$ cat config.mk
export PLATFORM = sky130hd
export DESIGN_NAME = rx_ring_mgr
export DESIGN_NICKNAME = d
export VERILOG_FILES = /design/src/rtl/rx_ring_pkg.sv /design/src/rtl/rx_ring_space.sv /design/src/rtl/rx_ring_wptr.sv /design/src/rtl/rx_ring_mgr.sv
export SDC_FILE = /design/constraint.sdc
export NUM_CORES = 1
export LEC_CHECK = 0
export ABC_AREA = 1
export BUFFER_PORTS_ARGS = -buffer_cell sky130_fd_sc_hd__buf_2
export CAP_MARGIN = 20
export CORE_MARGIN = 3
export CORE_UTILIZATION = 45
export DETAILED_ROUTE_END_ITERATION = 6
export GPL_TIMING_DRIVEN = 0
export PLACE_DENSITY = 0.71
export RECOVER_POWER = 25
export SYNTH_ARGS = -nofsm -noshare
export SYNTH_HDL_FRONTEND = slang
export SYNTH_SLANG_ARGS = --single-unit
$ cat constraint.sdc
create_clock -name clk_i -period 4.9 [get_ports clk_i]
set_input_delay 0.98 -clock clk_i [delete_from_list [all_inputs] [get_ports clk_i]]
set_output_delay 0.98 -clock clk_i [all_outputs]
set_load 0.03 [all_outputs]
$ cat src/rtl/rx_ring_pkg.sv
package rx_ring_pkg;
  localparam int HDR_BYTES = 4;
  localparam int CRC_BYTES = 4;
  localparam int MIN_LEN   = 60;
  localparam int RUNT_LEN  = 40;
  localparam int PG_SHIFT  = 8;
  localparam logic [7:0] HDR_OK    = 8'h01;
  localparam logic [7:0] HDR_MCAST = 8'h20;

  typedef enum logic [1:0] {
    ST_IDLE = 2'd0,
    ST_HDR  = 2'd1,
    ST_BODY = 2'd2
  } ring_st_e;
endpackage

$ cat src/rtl/rx_ring_space.sv
module rx_ring_space
  import rx_ring_pkg::*;
#(
  parameter int PAGE_W = 8,
  parameter int LEN_W  = 16
) (
  input  logic [PAGE_W-1:0] ring_start_i,
  input  logic [PAGE_W-1:0] ring_stop_i,
  input  logic [PAGE_W-1:0] bnry_i,
  input  logic [PAGE_W-1:0] curr_i,
  input  logic [LEN_W-1:0]  len_i,
  output logic              fits_o,
  output logic [PAGE_W-1:0] next_page_o
);
  localparam int SUM_W = LEN_W + 1;
  localparam int CNT_W = SUM_W - PG_SHIFT;
  localparam int CMP_W = ((CNT_W > PAGE_W) ? CNT_W : PAGE_W) + 2;

  logic [SUM_W-1:0] total;
  logic [CNT_W-1:0] pages;
  logic [CMP_W-1:0] need, span, avail, sum, nsum;

  always_comb begin
    total = SUM_W'(len_i) + SUM_W'(HDR_BYTES + CRC_BYTES + 255);
    pages = total[SUM_W-1:PG_SHIFT];
    need  = CMP_W'(pages);
    span  = CMP_W'(ring_stop_i) - CMP_W'(ring_start_i);
    if (curr_i < bnry_i) avail = CMP_W'(bnry_i) - CMP_W'(curr_i);
    else                 avail = span - (CMP_W'(curr_i) - CMP_W'(bnry_i));
    fits_o = (avail >= need);
    sum    = CMP_W'(curr_i) + need;
    nsum   = (sum >= CMP_W'(ring_stop_i)) ? (sum - span) : sum;
    next_page_o = nsum[PAGE_W-1:0];
  end
endmodule

$ cat src/rtl/rx_ring_wptr.sv
module rx_ring_wptr
  import rx_ring_pkg::*;
#(
  parameter int PAGE_W = 8,
  localparam int ADDR_W = PAGE_W + PG_SHIFT
) (
  input  logic              clk_i,
  input  logic              rst_ni,
  input  logic              load_i,
  input  logic [PAGE_W-1:0] load_page_i,
  input  logic              step_i,
  input  logic [PAGE_W-1:0] ring_start_i,
  input  logic [PAGE_W-1:0] ring_stop_i,
  output logic [ADDR_W-1:0] addr_o
);
  logic [PAGE_W-1:0]   page_q;
  logic [PG_SHIFT-1:0] off_q;
  logic [PAGE_W:0]     page_inc;

  assign page_inc = {1'b0, page_q} + 1'b1;
  assign addr_o   = {page_q, off_q};

  always_ff @(posedge clk_i or negedge rst_ni) begin
    if (!rst_ni) begin
      page_q <= '0;
      off_q  <= '0;
    end else if (load_i) begin
      page_q <= load_page_i;
      off_q  <= '0;
    end else if (step_i) begin
      off_q <= off_q + 1'b1;
      if (&off_q)
        page_q <= (page_inc == {1'b0, ring_stop_i}) ? ring_start_i : page_inc[PAGE_W-1:0];
    end
  end

  // every write stays inside the ring
  a_r6_addr_in_ring: assert property (@(posedge clk_i) disable iff (!rst_ni)
    step_i |-> (page_q >= ring_start_i) && (page_q < ring_stop_i));
endmodule

$ cat src/rtl/rx_ring_mgr.sv
module rx_ring_mgr
  import rx_ring_pkg::*;
#(
  parameter int PAGE_W = 8,
  parameter int LEN_W  = 16,
  localparam int ADDR_W = PAGE_W + PG_SHIFT
) (
  input  logic              clk_i,
  input  logic              rst_ni,
  input  logic              run_i,
  input  logic              runt_ok_i,
  input  logic [PAGE_W-1:0] ring_start_i,
  input  logic [PAGE_W-1:0] ring_stop_i,
  input  logic [PAGE_W-1:0] bnry_i,
  input  logic              curr_wr_i,
  input  logic [PAGE_W-1:0] curr_val_i,
  output logic [PAGE_W-1:0] curr_o,
  input  logic              frm_start_i,
  input  logic [LEN_W-1:0]  frm_len_i,
  input  logic              frm_mcast_i,
  input  logic              s_valid_i,
  input  logic [7:0]        s_data_i,
  output logic              s_ready_o,
  output logic              ram_we_o,
  output logic [ADDR_W-1:0] ram_addr_o,
  output logic [7:0]        ram_data_o,
  output logic              busy_o,
  output logic              pkt_rx_o
);
  ring_st_e          st_q;
  logic [PAGE_W-1:0] curr_q, next_q, next_d;
  logic [LEN_W-1:0]  len_q, raw_q, cnt_q, eff_len_d, hdr_len;
  logic              mcast_q, pkt_q;
  logic              fits, runt_rej, accept, in_frame, last_byte, idle;

  assign idle      = (st_q == ST_IDLE);
  assign eff_len_d = (frm_len_i < LEN_W'(MIN_LEN)) ? LEN_W'(MIN_LEN) : frm_len_i;
  assign runt_rej  = (frm_len_i < LEN_W'(RUNT_LEN)) && !runt_ok_i;
  assign accept    = idle && frm_start_i && run_i && (ring_start_i != '0) && !runt_rej && fits;

  rx_ring_space #(.PAGE_W(PAGE_W), .LEN_W(LEN_W)) u_space (
    .ring_start_i (ring_start_i),
    .ring_stop_i  (ring_stop_i),
    .bnry_i       (bnry_i),
    .curr_i       (curr_q),
    .len_i        (eff_len_d),
    .fits_o       (fits),
    .next_page_o  (next_d)
  );

  rx_ring_wptr #(.PAGE_W(PAGE_W)) u_wptr (
    .clk_i        (clk_i),
    .rst_ni       (rst_ni),
    .load_i       (accept),
    .load_page_i  (curr_q),
    .step_i       (ram_we_o),
    .ring_start_i (ring_start_i),
    .ring_stop_i  (ring_stop_i),
    .addr_o       (ram_addr_o)
  );

  assign hdr_len   = len_q + LEN_W'(HDR_BYTES);
  assign in_frame  = (cnt_q < raw_q);
  assign s_ready_o = (st_q == ST_BODY) && in_frame;
  assign ram_we_o  = (st_q == ST_HDR) || ((st_q == ST_BODY) && (!in_frame || s_valid_i));
  assign last_byte = (st_q == ST_BODY) && ram_we_o && (cnt_q == len_q - LEN_W'(1));

  always_comb begin
    ram_data_o = '0;
    if (st_q == ST_HDR) begin
      case (cnt_q[1:0])
        2'd0:    ram_data_o = HDR_OK | (mcast_q ? HDR_MCAST : 8'h00);
        2'd1:    ram_data_o = 8'(next_q);
        2'd2:    ram_data_o = hdr_len[7:0];
        default: ram_data_o = 8'(hdr_len >> 8);
      endcase
    end else if (in_frame) begin
      ram_data_o = s_data_i;
    end
  end

  always_ff @(posedge clk_i or negedge rst_ni) begin
    if (!rst_ni) begin
      st_q    <= ST_IDLE;
      curr_q  <= '0;
      next_q  <= '0;
      len_q   <= '0;
      raw_q   <= '0;
      cnt_q   <= '0;
      mcast_q <= 1'b0;
      pkt_q   <= 1'b0;
    end else begin
      pkt_q <= 1'b0;
      case (st_q)
        ST_IDLE: begin
          if (accept) begin
            st_q    <= ST_HDR;
            cnt_q   <= '0;
            len_q   <= eff_len_d;
            raw_q   <= frm_len_i;
            mcast_q <= frm_mcast_i;
            next_q  <= next_d;
          end else if (curr_wr_i) begin
            curr_q <= curr_val_i;
          end
        end
        ST_HDR: begin
          if (cnt_q == LEN_W'(HDR_BYTES - 1)) begin
            st_q  <= ST_BODY;
            cnt_q <= '0;
          end else begin
            cnt_q <= cnt_q + 1'b1;
          end
        end
        ST_BODY: begin
          if (ram_we_o) cnt_q <= cnt_q + 1'b1;
          if (last_byte) begin
            st_q   <= ST_IDLE;
            curr_q <= next_q;
            pkt_q  <= 1'b1;
          end
        end
        default: st_q <= ST_IDLE;
      endcase
    end
  end

  assign curr_o   = curr_q;
  assign busy_o   = !idle;
  assign pkt_rx_o = pkt_q;

  a_r8_write_when_busy: assert property (@(posedge clk_i) disable iff (!rst_ni)
    ram_we_o |-> busy_o);
  a_r7_single_pulse: assert property (@(posedge clk_i) disable iff (!rst_ni)
    pkt_rx_o |=> !pkt_rx_o);
  a_r7_curr_moves: assert property (@(posedge clk_i) disable iff (!rst_ni)
    !$stable(curr_o) |-> pkt_rx_o || $past(curr_wr_i && !busy_o));
  a_r6_ready_in_frame: assert property (@(posedge clk_i) disable iff (!rst_ni)
    s_ready_o |-> busy_o);
  a_r5_hdr_follows_accept: assert property (@(posedge clk_i) disable iff (!rst_ni)
    $rose(busy_o) |-> ram_we_o);
  a_r2_no_room_no_start: assert property (@(posedge clk_i) disable iff (!rst_ni)
    (frm_start_i && !busy_o && !fits) |=> !busy_o);
endmodule

Word level (Yosys, flattened, before mapping) --
Cells that the tools add are included.
Word-level totals: bits in writable memories 0, latch bits 0, output and inout port bits 36, bits in registers 84, ROM bits 0, memories 0, word-level logic and storage cells 97, input bits 64
Cells by class: equality and inequality tests 13, $add $sub $neg 12, multipliers 0, reduce and logical (&&, ||, !) cells 29, $lt $le $gt $ge 6, shifts and indexed selects 0, bitwise operators 0, divide/modulo/power cells 0, muxes and demuxes 27
Operators with widths (count):
- $mux W8 | 12
- $mux W16 | 4
- $pmux W16 S3 | 1
- $lt A16 B6 Y1 const B | 2
- $sub A8 B8 Y9 | 3
- $pmux W8 S3 | 1
- $add A16 B9 Y17 const B | 1
- $add A16 B1 Y16 const B | 1
- $add A16 B3 Y16 const B | 1
- $eq A16 B16 Y1 | 1
- $eq A16 B2 Y1 const B | 1
- $lt A16 B16 Y1 | 1
- $pmux W8 S2 | 1
- $sub A16 B1 Y16 const B | 1
- $ge A11 B9 Y1 | 1
- $mux W11 | 1
- $add A8 B9 Y10 | 1
- $ge A10 B8 Y1 | 1
- $logic_and A1 B1 Y1 | 10
- $ne A2 B2 Y1 const B | 5
- $sub A9 B9 Y10 | 1
- $add A8 B1 Y9 const B | 1
- $eq A9 B8 Y1 | 1
- $add A8 B1 Y8 const B | 1
- other kinds (19) | 33

Longest topological paths before layout --
depth after elaboration 9, gate-level depth with buffers 33

Hierarchy --
Synthesis repeated with hierarchy kept, for this count alone.
Unflattened totals: cell total of the unflattened synthesis 1446, area, all modules 9486.6 um2
By module, submodules not included:
- rx_ring_mgr | times used 1, cells each 715, area an instance 4978.5 um2
- rx_ring_space | times used 1, cells each 519, area an instance 3095.5 um2
- rx_ring_wptr | times used 1, cells each 212, area an instance 1412.6 um2

Least setup slack after synthesis --
No wires, ideal clock.
path type input -> register, start point input port ring_stop_i[0], end point register curr_q[1], in the netlist curr_o[1], buffers on the path 0, arrival 4.498 ns, slack 0.283 ns, data required time 4.781 ns, stages 29, cell sequence inv_1 ha_1 inv_1 fa_1 a21oi_1 o21ai_0 a21oi_1 o21ai_0 xor2_1 inv_1 ha_1 inv_1 or2_2 nand3_1 o21ai_0 ha_1 a21o_1 nor2_1 nand2_1 nand2_1 nand3b_1 nand2_1 nand3_1 nand2_2 nand3_1 nand2_2 nand2_2 nand2_1 nand2_1
Between the ends: longest elaborated chain between the ends 7
RTL lines:
- start, declared | line rx_ring_mgr.sv:13 | input logic [PAGE_W-1:0] ring_stop_i,
- $sub A8 B8 Y9 | line rx_ring_space.sv:27 | span = CMP_W'(ring_stop_i) - CMP_W'(ring_start_i);
- $sub A9 B9 Y10 | line rx_ring_space.sv:29 | else avail = span - (CMP_W'(curr_i) - CMP_W'(bnry_i));
- $mux W11 | line rx_ring_space.sv:28 | if (curr_i < bnry_i) avail = CMP_W'(bnry_i) - CMP_W'(curr_i);
- $ge A11 B9 Y1 | line rx_ring_space.sv:30 | fits_o = (avail >= need);
- $logic_and A1 B1 Y1 | line rx_ring_mgr.sv:39 | assign accept = idle && frm_start_i && run_i && (ring_start_i != '0) && !runt_rej && fits;
- $ne A2 B2 Y1 (no source line)
- $reduce_and A4 Y1 (no source line)
- end signal, assigned | line rx_ring_mgr.sv:104 | curr_q <= curr_val_i;
- end signal, assigned | line rx_ring_mgr.sv:119 | curr_q <= next_q;
- end, declared | line rx_ring_mgr.sv:31 | logic [PAGE_W-1:0] curr_q, next_q, next_d;
Every way passes these cells. A chain may end at the register's enable or synchronous reset.

Worst setup path in the final report --
start point input port ring_stop_i[0], end point register len_q[4]
Between the ends: longest elaborated chain between the ends 6
RTL lines:
- $sub A8 B8 Y9 | line rx_ring_space.sv:27
- $sub A9 B9 Y10 | line rx_ring_space.sv:29
- $mux W11 | line rx_ring_space.sv:28
- $ge A11 B9 Y1 | line rx_ring_space.sv:30
- $logic_and A1 B1 Y1 | line rx_ring_mgr.sv:39
- $reduce_and A2 Y1 (no source line)
- end signal, assigned | line rx_ring_mgr.sv:99 | len_q <= eff_len_d;
- end, declared | line rx_ring_mgr.sv:32 | logic [LEN_W-1:0] len_q, raw_q, cnt_q, eff_len_d, hdr_len;
Every way passes these cells.

==> results.tsv <==
metric	value	unit
status	complete, but fails checks	
failed_checks	capacitance limit, slew limit	
die_x	147	microns
rsz0062_at_grt	yes	
drtIter0Drc	881	
crit_slowest_cell	fa_2	
numPortBuffers	98	
max-vdd-ir-drop	0.266	mV
worst_hold_path.endpoint	raw_q[2]$_DFFE_PN0P_	
place_area	9790	sq um
cts-root-buf	clkbuf_16	
drv_slew	70	
cts.sinks	84	
whs	496	ps
crit_arrival	5020	ps
fin_skew	8.81	ps
hold_path_depth	2	
maxCapViolCount	1	
finalHoldViolCount	0	
synth_edf_count	0	
finalNonFillerCells	1720	
rows	50	
min-delay-start	raw_q[2]$_DFFE_PN0P_	
fin_tns_setup	0	ps
cts_made_buffers	9	
netlist.area_leader.share	0.235	
syn_to_final_growth	21.4	%
critPathCaptureType	register	
yosysTopAreaCell	dfrtp_1	
fin_total_pwr	7.47	mW
final_area	10900	sq um
slew_headroom	-0.201	
required	5160	ps
cts_buffer_depth	2	
wirelength	28500	microns
synth_most_common_cell	nand2_1	
fin_util	0.569	
critPathMaxStageDelay	380	ps
max_freq	210	MHz
drc_errors	0	
ys_seq_area_frac	0.235	
hold_path.class	reg2reg	
avgSynthCellArea	6.74	sq um
ys_async_sr_fraction	1.00	
grt_pass1_vias	8335	
netlist_area	8940	sq um
avgRoutedWirePerCell	16.6	microns
worst_pin_slew	1800	ps
grt_max_degree	70	
ys_warn_count	0	
via_count	9292	
clock_latency	350	ps
num_io_pins	100	
reg2reg_from	curr_o[2]$_DFFE_PN0P_	
post-route-period-util	0.972	
hold_buffers	0	
drive_gt1_frac	0.194	
synth_area_leaders	dfrtp_1 24%, nand2_1 15%, ha_1 13%	
initial_core_util	0.469	
via_per_inst	5.40	
gp_congestion	0.941	
dp.final_hpwl	22500	microns
startpoint_type	input port	
die-area	21600	sq um
reg2reg_slack	240	ps
core	19100	sq um
nets	1621	
setup_ws	137	ps
grt.total_usage	0.248	
cts_tree	yes	
cts-htree-levels	3	
die_h	147	microns
antenna_found_initial	0	
synth_commonest_cells	359 x nand2_1, 192 x inv_1, 96 x ha_1, 96 x nand3_1, 84 x dfrtp_1	
antenna_cells	0	
path_clk_slew	70	ps
grt_pass1_wl	42800	microns
ys_ff_latch	84	
cp_max_fo	6	
ys_types	48	
synth_flop_cell	dfrtp_1	
place_inst	1685	
period_needed	4760	ps
firstDrtPassIters	6	
critical_path_class	in2reg	
r2r-end	len_q[4]$_DFFE_PN0P_	
synthCells	1326	
drtAntennaViolNets	0	
p_per_area	688	nW/um^2
grt_remaining_overflow	0	
leakagePower	5.60	nW
dpl_worst_slack	-695	ps
syn-num-nets	1492	
rr_worst_depth	28	
finalSetupViolations	0	
[worst max-delay path, delay by kind of cell]
kind,cells,cell delay (ps)
AOI/OAI and AO/OA,7,940
buffers and inverters,8,760
adders and majority gates,4,1140
xor gates and xnor gates,1,280
and+or+nand+nor,9,940
[routing by layer]
layer  part of all wire  track usage  wire length (microns)
met5                  0            0                      0
met4              0.014       0.0587                    400
met3              0.071       0.0419                   2020
met2               0.47        0.406                  13500
met1               0.44        0.344                  12600
[how the worst max path moves through the flow]
stage | slack [ps] | start | cells after the start | endpoint
3_3_place_gp | -660 | ring_stop_i[0] | 30 | u_wptr.page_q[6]$_DFFE_PN0P_
3_5_place_dp | -690 | ring_stop_i[0] | 30 | u_wptr.page_q[5]$_DFFE_PN0P_
2_1_floorplan | 280 | ring_stop_i[0] | 29 | curr_o[1]$_DFFE_PN0P_
6_report | 140 | ring_stop_i[0] | 29 | len_q[4]$_DFFE_PN0P_
4_1_cts | 4 | ring_stop_i[0] | 30 | len_q[14]$_DFFE_PN0P_
5_1_grt | -90 | bnry_i[2] | 31 | len_q[4]$_DFFE_PN0P_
[cells in the final DEF, fill, tap and decap left out, drive strengths merged, types with 3 or more instances in the layout]
cell | synthesis | routed
nor3 | 19 | 19
clkinv | 0 | 3
ha | 96 | 96
xnor2 | 18 | 18
a21oi | 68 | 68
a31oi | 8 | 8
o21a | 6 | 6
nand3b | 6 | 6
nand3 | 102 | 102
nand2 | 371 | 371
nor4 | 7 | 7
nor2 | 84 | 84
nand4 | 38 | 38
a21o | 7 | 7
inv | 197 | 196
o211ai | 4 | 4
fa | 6 | 6
clkbuf | 8 | 24
o21ai | 102 | 102
xor2 | 39 | 39
o31ai | 5 | 5
dfrtp | 84 | 84
buf | 29 | 143
or2 | 7 | 7
[kinds of logic (layout without fill, tap and decap cells)]
group | Yosys count | in the layout | share of synthesized area
and+or+nand+nor | 636 | 636 | 0.316
buffers and inverters | 234 | 368 | 0.108
xor gates and xnor gates | 59 | 59 | 0.0617
muxes | 1 | 1 | 0.00112
DFF | 84 | 84 | 0.235
adders and majority gates | 102 | 102 | 0.148
AOI/OAI and AO/OA | 210 | 210 | 0.130
[area by class of cell]
class / count / area, sq um
multi-input combinational: 1008 / 6330
clock buffer: 12 / 236
tap: 260 / 325
fill: 1791 / 8220
timing repair buffer: 118 / 733
clock inverter: 4 / 73.8
buffer: 37 / 304
sequential: 84 / 2100
inverter: 197 / 754
[report_power, final]
part	switching (mW)	internal, mW
Clock	0.289	0.447
Sequential	0.332	0.953
Combinational	3.37	2.08
Total	3.99	3.48
[timing repair]
action | in CTS | in global routing
gates resized for setup | 14 | 139
pin swaps | 3 | 36
endpoints found under the setup margin | 82 | 83
setup buffers | 3 | 12
gates cloned | 0 | 4
[registers in the layout, summed over array words and instances, names as in the netlist]
signal and cells:
len_q 16, raw_q 16, mcast_q 1, cnt_q 16
next_q 8, st_q 2, curr_o 8, pkt_rx_o 1
u_wptr.off_q 8, u_wptr.page_q 8
(Power assumes the default switching activity.)
